--- src/rtl/hp_pkg.sv ---
package hp_pkg;

    localparam int HP_EDGE_W = 8;

    typedef enum logic [1:0] {
        ST_IDLE,
        ST_WAIT,
        ST_SWEEP,
        ST_DRAIN
    } hp_state_e;

    typedef struct packed {
        logic [HP_EDGE_W-1:0] width;
        logic [HP_EDGE_W-1:0] lead;
    } hp_entry_t;

    // place one 16-bit entry in its half of a 32-bit word; the lower half clears the upper
    function automatic logic [2*$bits(hp_entry_t)-1:0] hp_place(hp_entry_t e, logic upper);
        return upper ? {e, {$bits(hp_entry_t){1'b0}}} : {{$bits(hp_entry_t){1'b0}}, e};
    endfunction

endpackage

--- src/rtl/hp_sweep_ctrl.sv ---
module hp_sweep_ctrl
    import hp_pkg::*;
#(
    parameter int SW   = 8,
    parameter int LAST = 191,
    parameter int DLY  = 3
) (
    input  logic                    clk,
    input  logic                    rst,
    input  logic                    acq_req,
    input  logic                    stop,
    output logic                    run_start,
    output logic                    stop_ok,
    output logic [SW-1:0]           cnt,
    output logic [DLY-1:0]          vld_d,
    output logic [DLY-1:0][SW-1:0]  pos_d,
    output logic                    finish,
    output logic                    done
);
    hp_state_e state;

    always_comb begin
        stop_ok = (state == ST_WAIT) && stop;
        finish  = vld_d[DLY-1] && (pos_d[DLY-1] == SW'(LAST));
    end

    always_ff @(posedge clk) begin
        if (rst) begin
            state     <= ST_IDLE;
            cnt       <= '0;
            run_start <= 1'b0;
            done      <= 1'b0;
            vld_d     <= '0;
            pos_d     <= '0;
        end else begin
            run_start <= 1'b0;
            case (state)
                ST_IDLE: if (acq_req) begin
                    state     <= ST_WAIT;
                    run_start <= 1'b1;
                    done      <= 1'b0;
                end
                ST_WAIT: if (stop) state <= ST_SWEEP;
                ST_SWEEP: begin
                    if (cnt == SW'(LAST)) begin
                        cnt   <= '0;
                        state <= ST_DRAIN;
                    end else begin
                        cnt <= cnt + 1'b1;
                    end
                end
                ST_DRAIN: if (finish) begin
                    state <= ST_IDLE;
                    done  <= 1'b1;
                end
                default: state <= ST_IDLE;
            endcase
            vld_d[0] <= (state == ST_SWEEP);
            pos_d[0] <= cnt;
            for (int i = 1; i < DLY; i++) begin
                vld_d[i] <= vld_d[i-1];
                pos_d[i] <= pos_d[i-1];
            end
        end
    end
endmodule

--- src/rtl/hp_select.sv ---
module hp_select
    import hp_pkg::*;
#(
    parameter int NCH = 48,
    parameter int GRP = 4,
    parameter int GSW = 2,
    parameter int TSW = 4
) (
    input  logic                      clk,
    input  logic                      rst,
    input  logic [NCH*HP_EDGE_W-1:0]  ch_lead,
    input  logic [NCH*HP_EDGE_W-1:0]  ch_width,
    input  logic [GSW-1:0]            sel_in_grp,
    input  logic [TSW-1:0]            sel_grp,
    output hp_entry_t                 entry_q
);
    localparam int NGRP = NCH / GRP;

    hp_entry_t grp_q [NGRP];
    hp_entry_t entry_n;

    // first level: one channel out of each group of GRP
    for (genvar g = 0; g < NGRP; g++) begin : g_grp
        always_ff @(posedge clk) begin
            if (rst) begin
                grp_q[g] <= '0;
            end else begin
                grp_q[g].lead  <= ch_lead [(g*GRP + int'(sel_in_grp))*HP_EDGE_W +: HP_EDGE_W];
                grp_q[g].width <= ch_width[(g*GRP + int'(sel_in_grp))*HP_EDGE_W +: HP_EDGE_W];
            end
        end
    end

    // second level: one group out of NGRP
    always_comb begin
        entry_n = '0;
        for (int g = 0; g < NGRP; g++) begin
            if (sel_grp == TSW'(g)) entry_n = grp_q[g];
        end
    end

    always_ff @(posedge clk) begin
        if (rst) entry_q <= '0;
        else     entry_q <= entry_n;
    end
endmodule

--- src/rtl/hp_count_snap.sv ---
module hp_count_snap #(
    parameter int NCH  = 48,
    parameter int CW   = 3,
    parameter int IDW  = 16,
    parameter int SUMW = 8
) (
    input  logic                 clk,
    input  logic                 rst,
    input  logic                 take,
    input  logic                 clear,
    input  logic [NCH*CW-1:0]    ch_count,
    input  logic [IDW-1:0]       board_id,
    output logic [NCH*CW-1:0]    snap,
    output logic                 cnt_we,
    output logic [IDW+NCH*CW-1:0] cnt_wdata,
    output logic [SUMW-2:0]      total_words
);
    logic [IDW-1:0]  id_q;
    logic            take_q;
    logic [SUMW-1:0] sum;

    always_comb begin
        sum = '0;
        for (int n = 0; n < NCH; n++) sum = sum + SUMW'(snap[n*CW +: CW]);
        cnt_wdata = {id_q, snap};
    end

    always_ff @(posedge clk) begin
        if (rst) begin
            snap        <= '0;
            id_q        <= '0;
            take_q      <= 1'b0;
            cnt_we      <= 1'b0;
            total_words <= '0;
        end else begin
            take_q <= take;
            cnt_we <= take_q;
            if (take_q) total_words <= sum[SUMW-1:1];
            if (clear) begin
                snap <= '0;
                id_q <= '0;
            end else if (take) begin
                snap <= ch_count;
                id_q <= board_id;
            end
        end
    end
endmodule

--- src/rtl/hp_writer.sv ---
module hp_writer
    import hp_pkg::*;
#(
    parameter int NCH = 48,
    parameter int CW  = 3,
    parameter int AW  = 2,
    parameter int SW  = 8,
    parameter int EAW = 8
) (
    input  logic                          clk,
    input  logic                          rst,
    input  logic                          vld,
    input  logic [SW-1:0]                 pos,
    input  hp_entry_t                     entry,
    input  logic [NCH*CW-1:0]             snap,
    input  logic                          finish,
    output logic                          hit_we,
    output logic [EAW-2:0]                hit_addr,
    output logic [1:0]                    hit_be,
    output logic [2*$bits(hp_entry_t)-1:0] hit_wdata
);
    localparam int CHW = SW - AW;

    logic [EAW-1:0] ent;
    logic [CW-1:0]  cnt_sel;

    always_comb begin
        cnt_sel = '0;
        for (int n = 0; n < NCH; n++) begin
            if (pos[SW-1:AW] == CHW'(n)) cnt_sel = snap[n*CW +: CW];
        end
        hit_we    = vld && ((CW+1)'(pos[AW-1:0]) + 1'b1 <= (CW+1)'(cnt_sel));
        hit_addr  = ent[EAW-1:1];
        hit_be    = ent[0] ? 2'b10 : 2'b11;
        hit_wdata = hp_place(entry, ent[0]);
    end

    always_ff @(posedge clk) begin
        if (rst || finish) ent <= '0;
        else if (hit_we)   ent <= ent + 1'b1;
    end
endmodule

--- src/rtl/hit_packer.sv ---
module hit_packer
    import hp_pkg::*;
#(
    parameter int NCH  = 48,
    parameter int HITS = 4,
    parameter int GRP  = 4,
    parameter int CW   = 3,
    parameter int IDW  = 16,
    parameter int DLY  = 3,
    localparam int AW   = $clog2(HITS),
    localparam int GSW  = $clog2(GRP),
    localparam int TSW  = $clog2(NCH / GRP),
    localparam int SW   = AW + GSW + TSW,
    localparam int EAW  = $clog2(NCH * HITS),
    localparam int SUMW = $clog2(NCH * HITS + 1)
) (
    input  logic                          clk,
    input  logic                          rst,
    input  logic                          acq_req,
    input  logic                          stop,
    input  logic [IDW-1:0]                board_id,
    input  logic [NCH*CW-1:0]             ch_count,
    input  logic [NCH*HP_EDGE_W-1:0]      ch_lead,
    input  logic [NCH*HP_EDGE_W-1:0]      ch_width,
    output logic [AW-1:0]                 ch_rd_addr,
    output logic                          run_start,
    output logic                          hit_we,
    output logic [EAW-2:0]                hit_addr,
    output logic [1:0]                    hit_be,
    output logic [4*HP_EDGE_W-1:0]        hit_wdata,
    output logic                          cnt_we,
    output logic [IDW+NCH*CW-1:0]         cnt_wdata,
    output logic [SUMW-2:0]               total_words,
    output logic                          done
);
    logic                   stop_ok, finish;
    logic [SW-1:0]          cnt;
    logic [DLY-1:0]         vld_d;
    logic [DLY-1:0][SW-1:0] pos_d;
    logic [NCH*CW-1:0]      snap;
    hp_entry_t              entry_q;

    assign ch_rd_addr = cnt[AW-1:0];

    hp_sweep_ctrl #(.SW(SW), .LAST(NCH*HITS-1), .DLY(DLY)) u_ctrl (
        .clk, .rst, .acq_req, .stop,
        .run_start, .stop_ok, .cnt, .vld_d, .pos_d, .finish, .done
    );

    // memory data for pos_d[0] arrives with it; group select then top select
    hp_select #(.NCH(NCH), .GRP(GRP), .GSW(GSW), .TSW(TSW)) u_sel (
        .clk, .rst, .ch_lead, .ch_width,
        .sel_in_grp (pos_d[0][AW +: GSW]),
        .sel_grp    (pos_d[1][SW-1 -: TSW]),
        .entry_q
    );

    hp_count_snap #(.NCH(NCH), .CW(CW), .IDW(IDW), .SUMW(SUMW)) u_snap (
        .clk, .rst, .take(stop_ok), .clear(finish), .ch_count, .board_id,
        .snap, .cnt_we, .cnt_wdata, .total_words
    );

    hp_writer #(.NCH(NCH), .CW(CW), .AW(AW), .SW(SW), .EAW(EAW)) u_wr (
        .clk, .rst, .vld(vld_d[DLY-1]), .pos(pos_d[DLY-1]), .entry(entry_q),
        .snap, .finish, .hit_we, .hit_addr, .hit_be, .hit_wdata
    );
endmodule

--- config.mk ---
export PLATFORM = sky130hd
export DESIGN_NAME = hit_packer
export DESIGN_NICKNAME = d
export VERILOG_FILES = /design/src/rtl/hp_pkg.sv /design/src/rtl/hp_sweep_ctrl.sv /design/src/rtl/hp_select.sv /design/src/rtl/hp_count_snap.sv /design/src/rtl/hp_writer.sv /design/src/rtl/hit_packer.sv
export SDC_FILE = /design/constraint.sdc
export NUM_CORES = 1
export LEC_CHECK = 0
export BUFFER_PORTS_ARGS = -buffer_cell sky130_fd_sc_hd__buf_4
export CORE_AREA = 5 5 441 443
export CTS_CLUSTER_DIAMETER = 80
export DETAILED_ROUTE_END_ITERATION = 8
export DIE_AREA = 0 0 446 448
export PLACE_DENSITY = 0.4
export SYNTH_ARGS = -nofsm -noshare
export SYNTH_HDL_FRONTEND = slang
export SYNTH_HIERARCHICAL = 1
export SYNTH_SLANG_ARGS = --single-unit
--- constraint.sdc ---
create_clock -name clk -period 16.5 [get_ports clk]
set_clock_uncertainty 0.1 [all_clocks]
set_input_delay 3.3 -clock clk [delete_from_list [all_inputs] [get_ports clk]]
set_output_delay 3.3 -clock clk [all_outputs]
set_load 0.02 [all_outputs]
==> results.tsv, run 1 <==
metric	value	unit
status	finished clean	
pwr/cell area	134.2	nW/um^2
Pleak	15.75	nW
via count	22610	
WL final	150100	microns
largest family of logic cells by synthesized area	multiplexers	
first-pass GRT wire length	199500	microns
Max Cap Viol	0	
Critical Path, Cell by Cell	buf_4 -> inv_1 -> nand3_1 -> o21ai_0 -> a2111oi_0 -> o21ai_1 -> a32o_1 -> ha_1 -> nor2b_1 -> o21ai_0 -> a32oi_1 -> nand2b_1 -> inv_1 -> buf_4	
drc violations	0	
Yosys reg bits	424	
Seq/Total Area, Yosys	31.18	%
Reg2Reg Setup Slack	9.50	ns
Adder-Cell Fraction of Synth Area	12.23	%
DIE AREA	199800	sq um
minimum clock period	8.493	ns
Placeable Area	189600	sq um
unrepaired setup endpoints after global routing	no	
Yosys top cell by area	dfxtp_1	
post-cts resize count	0	
Cells after Synth	2522	
WP buf/inv	4	
hold path start	u_ctrl/vld_d[1]$_SDFF_PP0_	
All-Layer GR Usage	14.29	%
Crit Reg-Reg Endpoint	u_snap/total_words[6]$_SDFFE_PP0P_	
XOR/XNOR Fraction of Synth Area	0.5147	%
post-synthesis mux area share	26.11	%
syn_area_per_cell	10.79	sq um
CTS tree	built	
grt ovf	0	
Synth top area share	31.18	%
Area growth syn-to-layout	43.38	%
share of cells above drive strength 1	44.70	%
initial core utilization	14.36	%
Final setup viols	0	
CP Launch Type	register	
relative max-transition margin	30.81	%
Peak VDD IR	350.5	uV
largest net degree at the start of global routing	89	
TritonCTS Buffers	58	
clock latency at the later pin of the worst-skew pair	0.70	ns
Compound-Gate Fraction of Synth Area	5.671	%
die height	448	microns
Worst Hold End	u_ctrl/vld_d[2]$_SDFF_PP0_	
Die Wd	446	microns
wire length per cell	25.01	microns
clock root buffer	clkbuf_16	
Fin. Hold Viols	0	
Crit. End Element	output pin	
Port Buffer Count	1144	
hold crit path type	register to register	
FF-to-FF Start	u_snap/snap[95]$_SDFFE_PP0P_	
syn nets	3635	
Simple-Gate Fraction of Synth Area	13.39	%
ys async rst share	0	%
kind of cell adding the most delay to the critical path	compound AO/OA/AOI/OAI gates	
IO Count	1146	
critical path arrival	5.09	ns
Worst path max stage delay	0.62	ns
post-route ant nets	0	
fmax	117.7	MHz
most frequent cells after synthesis	dfxtp_1 (424), nor2b_1 (248), inv_1 (230)	
CP required	13.10	ns
placed cells	5886	
number of synthesized flops with an enable pin	0	
Worst-Margin Slew	1.038	ns
Nets	4548	
kind of critical path	register to output pin	
Vias/cell	3.767	
DP Wirelength	127800	microns
fin. max-slew vios	0	
setup TNS	0	ns
mapped cell area	27220	sq um
Tcrit/Tclk final	51.47	%
Post-Layout Cell Count	6003	
Site Rows	160	
# fillers	20840	
CTS clock-pin slew for the worst setup and hold paths	0.06	ns
TritonCTS Sinks	424	
GP Congestion	0.8485	
Max clock buf depth	3	
r2r worst-path depth	17	
Netlist cell types	89	
Synth Flop Type	dfxtp_1	
leading cell type by number of instances after synthesis	dfxtp_1	
slowest CP cell	buf_4	
CTS H-Tree Depth	2	
initial antenna violation count	35	
Initial DRC Count	1198	
Hold Buf Count CTS	0	
Synth area leaders	dfxtp_1 (31%), mux4_2 (18%), fa_1 (10%)	
Ys Warns	6	
Max FO, Critical Path	64	
vias in the first global route	24330	
Worst Hold Depth	1	
Pre-antenna DRT Iters	6	
Post-CTS Setup Bufs	0	
-- cell type report --
type,instances,area (sq um),share of cell area [%]
timing repair buffer,1171,8811,22.57
sequential,424,8508,21.80
antenna,9,22.52,0.05770
clock buffer,79,1623,4.157
tap,2511,3142,8.049
clock inverter,29,275.3,0.7052
inverter,233,874.6,2.241
multi-input combinational,1547,15780,40.42
-- sequential cells by signal (all words and copies together), names as in the netlist, 3 cells and up --
register	flops
u_ctrl/vld_d	3
u_ctrl/pos_d	24
u_snap/snap	144
u_snap/total_words	7
u_snap/id_q	16
u_sel/grp_q	192
u_ctrl/cnt	8
u_wr/ent	8
u_sel/entry_q	16
-- per-layer routing --
| layer | vias to the layer above | global-route usage, % | share of wire [%] |
|---|---|---|---|
| met5 | - | 0 | 0.011 |
| met4 | 2 | 4.080 | 2.3 |
| met3 | 163 | 2.617 | 5.2 |
| met2 | 831 | 29.76 | 59 |
| met1 | 11220 | 14.12 | 33 |
| li1 | 10400 | - | - |
-- cell usage in the layout, fill, tap and decap left out, drive strengths merged, types with 10 or more instances in the layout --
cell type | synthesis | final
nand2 | 76 | 76
nand3 | 27 | 27
nand2b | 18 | 18
o22ai | 15 | 15
o21ai | 57 | 57
nor3 | 27 | 27
ha | 39 | 39
mux4 | 220 | 220
dfxtp | 424 | 424
a211oi | 15 | 15
nor2b | 249 | 249
buf | 261 | 1171
and2 | 22 | 22
o211ai | 10 | 10
nor2 | 220 | 220
a22oi | 11 | 11
a21oi | 49 | 49
clkbuf | 57 | 79
mux2 | 23 | 23
clkinv | 2 | 16
mux2i | 189 | 189
fa | 142 | 142
inv | 231 | 239
xnor2 | 10 | 10
-- report_power, final --
part / total, mW / internal, mW / switching [mW]
registers: 1.25 / 1.11 / 0.140
clock network: 1.26 / 0.715 / 0.549
logic: 2.73 / 1.27 / 1.46
-- worst max path at each step --
stage	from	endpoint	slack, ns	depth (start not counted)
after detailed placement	u_ctrl/pos_d[18]$_SDFF_PP0_	hit_we	8.57	14
final	u_ctrl/pos_d[18]$_SDFF_PP0_	hit_we	8.01	14
after floorplan	u_snap/snap[125]$_SDFFE_PP0P_	u_snap/total_words[6]$_SDFFE_PP0P_	9.93	19
after global placement	u_ctrl/pos_d[18]$_SDFF_PP0_	hit_we	8.51	14
after CTS	u_ctrl/pos_d[18]$_SDFF_PP0_	hit_we	7.78	13
after global routing	u_ctrl/pos_d[18]$_SDFF_PP0_	hit_we	7.36	14
-- logic make-up (layout without fill, tap and decap cells) --
kind of cell	after synthesis	count (layout)
simple gates	686	686
buf+inv	551	1512
mux	432	432
flops	424	424
compound gates	231	231
fa+ha+maj	181	181
xor+xnor	16	16
other cells	1	10
-- metrics by stage --
stage	hold WS (ns)	cell area [sq um]	util (%)	power, mW	worst slack (ns)
5_1_grt	0.3495	39030	20.59	5.737	7.355
6_report	0.3333	39030	20.59	5.240	8.007
3_3_place_gp	0.3152	37110	19.58	4.087	8.513
3_5_place_dp	0.3220	37110	19.58	4.074	8.573
4_1_cts	0.3385	39010	20.58	5.423	7.782
2_1_floorplan	0.3138	27220	-	3.116	9.934
Power figures use the tool's default switching activity.
==> inputs of run 2 (changes only) <==
Settings changed: CORE_AREA 5 5 441 443 to 5 5 438 440, DIE_AREA 0 0 446 448 to 0 0 443 445, PLACE_DENSITY 0.4 to 0.41.
Clock period 16.5 ns to 7.42 ns, I/O delays scaled along.
==> results.tsv, run 2 (synthesized netlist as in run 1, its figures left out) <==
metric	value	unit
status	finished clean	
DP Wirelength	135600	microns
CTS H-Tree Depth	3	
setup TNS	0	ns
clock latency at the later pin of the worst-skew pair	0.68	ns
WP buf/inv	3	
Pre-antenna DRT Iters	6	
unrepaired setup endpoints after global routing	no	
Placeable Area	187200	sq um
Crit Reg-Reg Endpoint	u_snap/total_words[6]$_SDFFE_PP0P_	
Site Rows	159	
share of cells above drive strength 1	45.39	%
Worst path max stage delay	0.58	ns
Final setup viols	0	
pwr/cell area	306.8	nW/um^2
relative max-transition margin	18.88	%
Crit. End Element	register	
CP Launch Type	register	
Peak VDD IR	711.9	uV
WL final	158900	microns
grt ovf	0	
multi-input logic area	15780	sq um
r2r worst-path depth	17	
Max clock buf depth	3	
Worst Hold Depth	1	
Worst-Margin Slew	1.214	ns
CP required	7.89	ns
Initial DRC Count	1120	
slowest CP cell	fa_1	
Max Cap Viol	0	
post-route ant nets	0	
DIE AREA	197100	sq um
Top reg by flops	u_sel/grp_q	
Area growth syn-to-layout	45.51	%
vias in the first global route	25030	
Vias/cell	3.797	
critical path arrival	7.29	ns
FF-to-FF Start	u_snap/snap[11]$_SDFFE_PP0P_	
most frequent CP cell	fa_1	
placed cells	5901	
Post-CTS Setup Bufs	0	
kind of critical path	register to register	
Die Wd	443	microns
commonest non-fill, non-tap cell in the layout	buf_4	
most frequent cells in the layout	buf_4 (1,195), dfxtp_1 (416), nor2b_1 (248)	
Post-Layout Cell Count	6026	
max reg flops	192	
TritonCTS Sinks	424	
GP Congestion	0.8453	
die height	445	microns
Top Registers	u_sel/grp_q: 192 flops, u_snap/snap: 144 flops, u_ctrl/pos_d: 24 flops	
Worst Hold End	u_ctrl/pos_d[16]$_SDFF_PP0_	
initial core utilization	14.54	%
Tcrit/Tclk final	91.89	%
Port Buffer Count	1144	
wire length per cell	26.38	microns
# fillers	20590	
Fin. Hold Viols	0	
hold path start	u_ctrl/pos_d[8]$_SDFF_PP0_	
largest net degree at the start of global routing	107	
post-cts resize count	0	
Nets	4587	
Max FO, Critical Path	4	
fin. max-slew vios	0	
Critical Path, Cell by Cell	inv_1 -> fa_1 -> inv_1 -> fa_1 -> fa_1 -> fa_1 -> fa_1 -> fa_1 -> fa_1 -> fa_1 -> inv_1 -> fa_1 -> fa_1 -> nor2b_1 -> o2111ai_1 -> and4_1 -> o32ai_1	
storage element area	8508	sq um
All-Layer GR Usage	15.47	%
fmax	146.7	MHz
IO Count	1146	
drc violations	0	
TritonCTS Buffers	66	
CTS tree	built	
kind of cell adding the most delay to the critical path	adder cells	
hold crit path type	register to register	
clock root buffer	clkbuf_16	
Reg2Reg Setup Slack	0.60	ns
Hold Buf Count CTS	0	
initial antenna violation count	41	
minimum clock period	6.818	ns
first-pass GRT wire length	211900	microns
CTS clock-pin slew for the worst setup and hold paths	0.06	ns
Pleak	16.09	nW
via count	22880	
==> run 2: cell types whose count changed in the layout (fill, tap and decap cells not counted), sizes merged <==
cell	previous run	this run
buf	1171	1202
bufinv	1	4
clkbuf	79	87
clkinvlp	6	3
diode	9	8
inv	239	240
==> run 2: final cells by class <==
type                            instances  share of cell area [%]
Multi-Input combinational cell       1547                   39.83
Timing Repair Buffer                 1202                   22.99
Tap cell                             2495                   7.880
Clock buffer                           87                   4.706
Clock inverter                         30                  0.8623
Inverter                              233                   2.208
Sequential cell                       424                   21.48
Antenna cell                            8                 0.05054
==> run 2: through the flow <==
step           power, mW  hold slack [ns]  util, %  worst slack, ns  area (sq um)
3_5_place_dp       9.121           0.3204    19.97           0.6437         37390
2_1_floorplan      6.930           0.3138        -           0.8543         27220
4_1_cts            12.47           0.3374    21.15           0.5585         39590
5_1_grt            13.31           0.3540    21.16           0.2829         39600
6_report           12.15           0.3351    21.16           0.6018         39610
3_3_place_gp       9.235           0.3202    19.97           0.6071         37390
==> run 2: per-layer routing <==
metal	share of wire, %	wire (microns)	global-route usage [%]
met5	0	0	0
met4	2.1	3339	3.316
met1	32	50390	14.67
met2	61	96710	33.26
met3	5.3	8500	3.092
==> run 2: worst max-delay path by stage <==
stage                                        startpoint                                  to  depth (start not counted)
after floorplan           u_snap/snap[125]$_SDFFE_PP0P_  u_snap/total_words[6]$_SDFFE_PP0P_                         19
after global placement     u_snap/snap[11]$_SDFFE_PP0P_  u_snap/total_words[6]$_SDFFE_PP0P_                         17
after detailed placement   u_snap/snap[11]$_SDFFE_PP0P_  u_snap/total_words[6]$_SDFFE_PP0P_                         17
after CTS                   u_ctrl/pos_d[18]$_SDFF_PP0_                              hit_we                         15
after global routing       u_snap/snap[11]$_SDFFE_PP0P_  u_snap/total_words[6]$_SDFFE_PP0P_                         17
final                      u_snap/snap[11]$_SDFFE_PP0P_  u_snap/total_words[6]$_SDFFE_PP0P_                         17
==> run 2: where the power goes <==
group	internal (mW)	total (mW)	leakage (nW)	switching, mW
Combinational	2.87	6.28	11.5	3.41
Sequential	2.47	2.68	3.49	0.205
Clock	1.93	3.20	1.08	1.27
Total	7.26	12.2	16.1	4.89
==> run 2: worst reg2reg max path: cells and delay by family (launching register included) <==
family	cells	cell delay, ns
simple gates	2	0.39
flops	1	0.37
fa+ha+maj	10	5.30
compound gates	2	0.34
buf+inv	3	0.19
==> inputs of run 3 (changes only) <==
--- a/config.mk
+++ b/config.mk
@@ -11,5 +11,4 @@
 export DETAILED_ROUTE_END_ITERATION = 8
 export DIE_AREA = 0 0 443 445
-export PLACE_DENSITY = 0.41
 export SYNTH_ARGS = -nofsm -noshare
 export SYNTH_HDL_FRONTEND = slang
==> constraint.sdc (replaced) <==
create_clock -name clk -period 7.42 [get_ports clk]
set_clock_uncertainty 0.1 [all_clocks]
set_input_delay 0.742 -clock clk [delete_from_list [all_inputs] [get_ports clk]]
set_output_delay 0.742 -clock clk [all_outputs]
set_load 0.02 [all_outputs]
==> results.tsv, run 3 (synthesized netlist as in run 1, its figures left out) <==
metric	value	unit
TritonCTS Buffers	68	
TritonCTS Sinks	424	
Pleak	16.22	nW
Post-Route Utilization	21.32	%
kind of critical path	register to register	
CTS H-Tree Depth	3	
Tcrit/Tclk final	91.50	%
Top reg by flops	u_sel/grp_q	
crit path capture	u_snap/total_words[6]$_SDFFE_PP0P_	
r2r worst-path depth	17	
CP Launch Point	u_snap/snap[11]$_SDFFE_PP0P_	
clock root buffer	clkbuf_16	
Max FO, Critical Path	4	
Site Rows	159	
most frequent cells in the layout	buf_4 (1,203), dfxtp_1 (415), nor2b_1 (248)	
Placed Area	37410	sq um
setup TNS	0	ns
FF-to-FF Start	u_snap/snap[11]$_SDFFE_PP0P_	
storage element area	8509	sq um
CTS clock-pin slew for the worst setup and hold paths	0.06	ns
Reg2Reg Setup Slack	0.63	ns
Area growth syn-to-layout	46.62	%
Die Wd	443	microns
post-route ant nets	0	
Final Cell Area	39920	sq um
# fillers	20340	
CP Launch Type	register	
first-pass GRT wire length	217400	microns
Crit. End Element	register	
DIE AREA	197100	sq um
minimum clock period	6.790	ns
Initial DRC Count	1557	
vias in the first global route	25750	
Top Registers	u_sel/grp_q: 192 flops, u_snap/snap: 144 flops, u_ctrl/pos_d: 24 flops	
Pre-antenna DRT Iters	5	
DP Wirelength	141200	microns
multi-input logic area	15780	sq um
commonest non-fill, non-tap cell in the layout	buf_4	
relative max-transition margin	34.31	%
Max Cap Viol	0	
share of cells above drive strength 1	45.71	%
fmax	147.3	MHz
Port Buffer Count	1144	
hold crit path type	input port to register	
GP Congestion	0.9149	
Fin. Hold Viols	0	
Peak VDD IR	1204	uV
CP required	7.90	ns
Vias/cell	3.890	
All-Layer GR Usage	15.98	%
pwr/cell area	312.7	nW/um^2
Max clock buf depth	3	
unrepaired setup endpoints after global routing	no	
IO Count	1146	
pre-CTS WS	0.6441	ns
initial core utilization	14.54	%
Design Power	12.48	mW
via count	23580	
Worst Setup Slack, final	0.6305	ns
clock latency at the later pin of the worst-skew pair	0.68	ns
grt ovf	0	
max reg flops	192	
Post-CTS Setup Bufs	0	
Placeable Area	187200	sq um
fin. max-slew vios	0	
status	finished clean	
WL final	164500	microns
initial antenna violation count	56	
Crit Reg-Reg Endpoint	u_snap/total_words[6]$_SDFFE_PP0P_	
drc violations	0	
Final setup viols	0	
Worst-Margin Slew	0.9853	ns
Nets	4595	
CTS tree	built	
wire length per cell	27.14	microns
Hold Buf Count CTS	0	
critical path arrival	7.27	ns
post-cts resize count	0	
largest net degree at the start of global routing	110	
die height	445	microns
run 3: cell count changes in the layout (fill, tap and decap cells not counted), moves of 3 or more:
cell,previous run,this run
bufinv_16,4,8
clkinv_16,0,3
buf_4,1195,1203
clkbuf_1,11,8
diode_2,8,32
run 3: how the worst min path moves through the flow:
stage / cells past startpoint / from / slack (ns) / to
after floorplan: 1 / u_ctrl/pos_d[4]$_SDFF_PP0_ / 0.31 / u_ctrl/pos_d[12]$_SDFF_PP0_
after global placement: 1 / u_ctrl/pos_d[10]$_SDFF_PP0_ / 0.32 / u_ctrl/pos_d[18]$_SDFF_PP0_
after detailed placement: 1 / u_ctrl/pos_d[11]$_SDFF_PP0_ / 0.33 / u_ctrl/pos_d[19]$_SDFF_PP0_
after CTS: 3 / ch_count[143] / 0.11 / u_snap/snap[143]$_SDFFE_PP0P_
after global routing: 3 / ch_count[121] / 0.14 / u_snap/snap[121]$_SDFFE_PP0P_
final: 3 / ch_count[142] / 0.20 / u_snap/snap[142]$_SDFFE_PP0P_
run 3: routing by layer:
metal  vias to the layer above  global-route usage (%)  wire length, microns
li1                      10510                       -                     -
met1                     11770                   14.04                 48610
met2                      1049                   33.64                 98050
met3                       253                   3.037                  8157
met4                         0                   8.036                  9720
met5                         -                       0                     0
run 3: power breakdown:
group          total [mW]  internal [mW]  switching [mW]
Sequential           2.68           2.47           0.212
Combinational        6.33           2.88            3.45
Clock                3.47           2.10            1.37
Total                12.5           7.46            5.03
run 3: worst max-delay path, stage by stage, from the launching register on:
cell	delay, ns
dfxtp_1	0.36
inv_1	0.07
fa_1	0.53
inv_1	0.05
fa_1	0.47
fa_1	0.55
fa_1	0.59
fa_1	0.58
fa_1	0.55
fa_1	0.53
fa_1	0.56
inv_1	0.05
fa_1	0.50
fa_1	0.48
nor2b_1	0.17
o2111ai_1	0.14
and4_1	0.22
o32ai_1	0.20
run 3: metrics by stage:
stage          hold WS (ns)  instances
2_1_floorplan        0.3138       2522
3_3_place_gp         0.3205       5907
3_5_place_dp         0.3259       5907
4_1_cts              0.1051       6030
5_1_grt              0.1424       6058
6_report             0.2037       6062
run 3: layout make-up:
class                   count  area share (%)
flip-flops and latches    424           21.32
inverters                 233           2.191
diodes                     32          0.2006
clock buffers              85           4.648
clock inverters            38           1.436
well taps                2495           7.820
multi-input cells        1547           39.52
repair buffers           1208           22.86
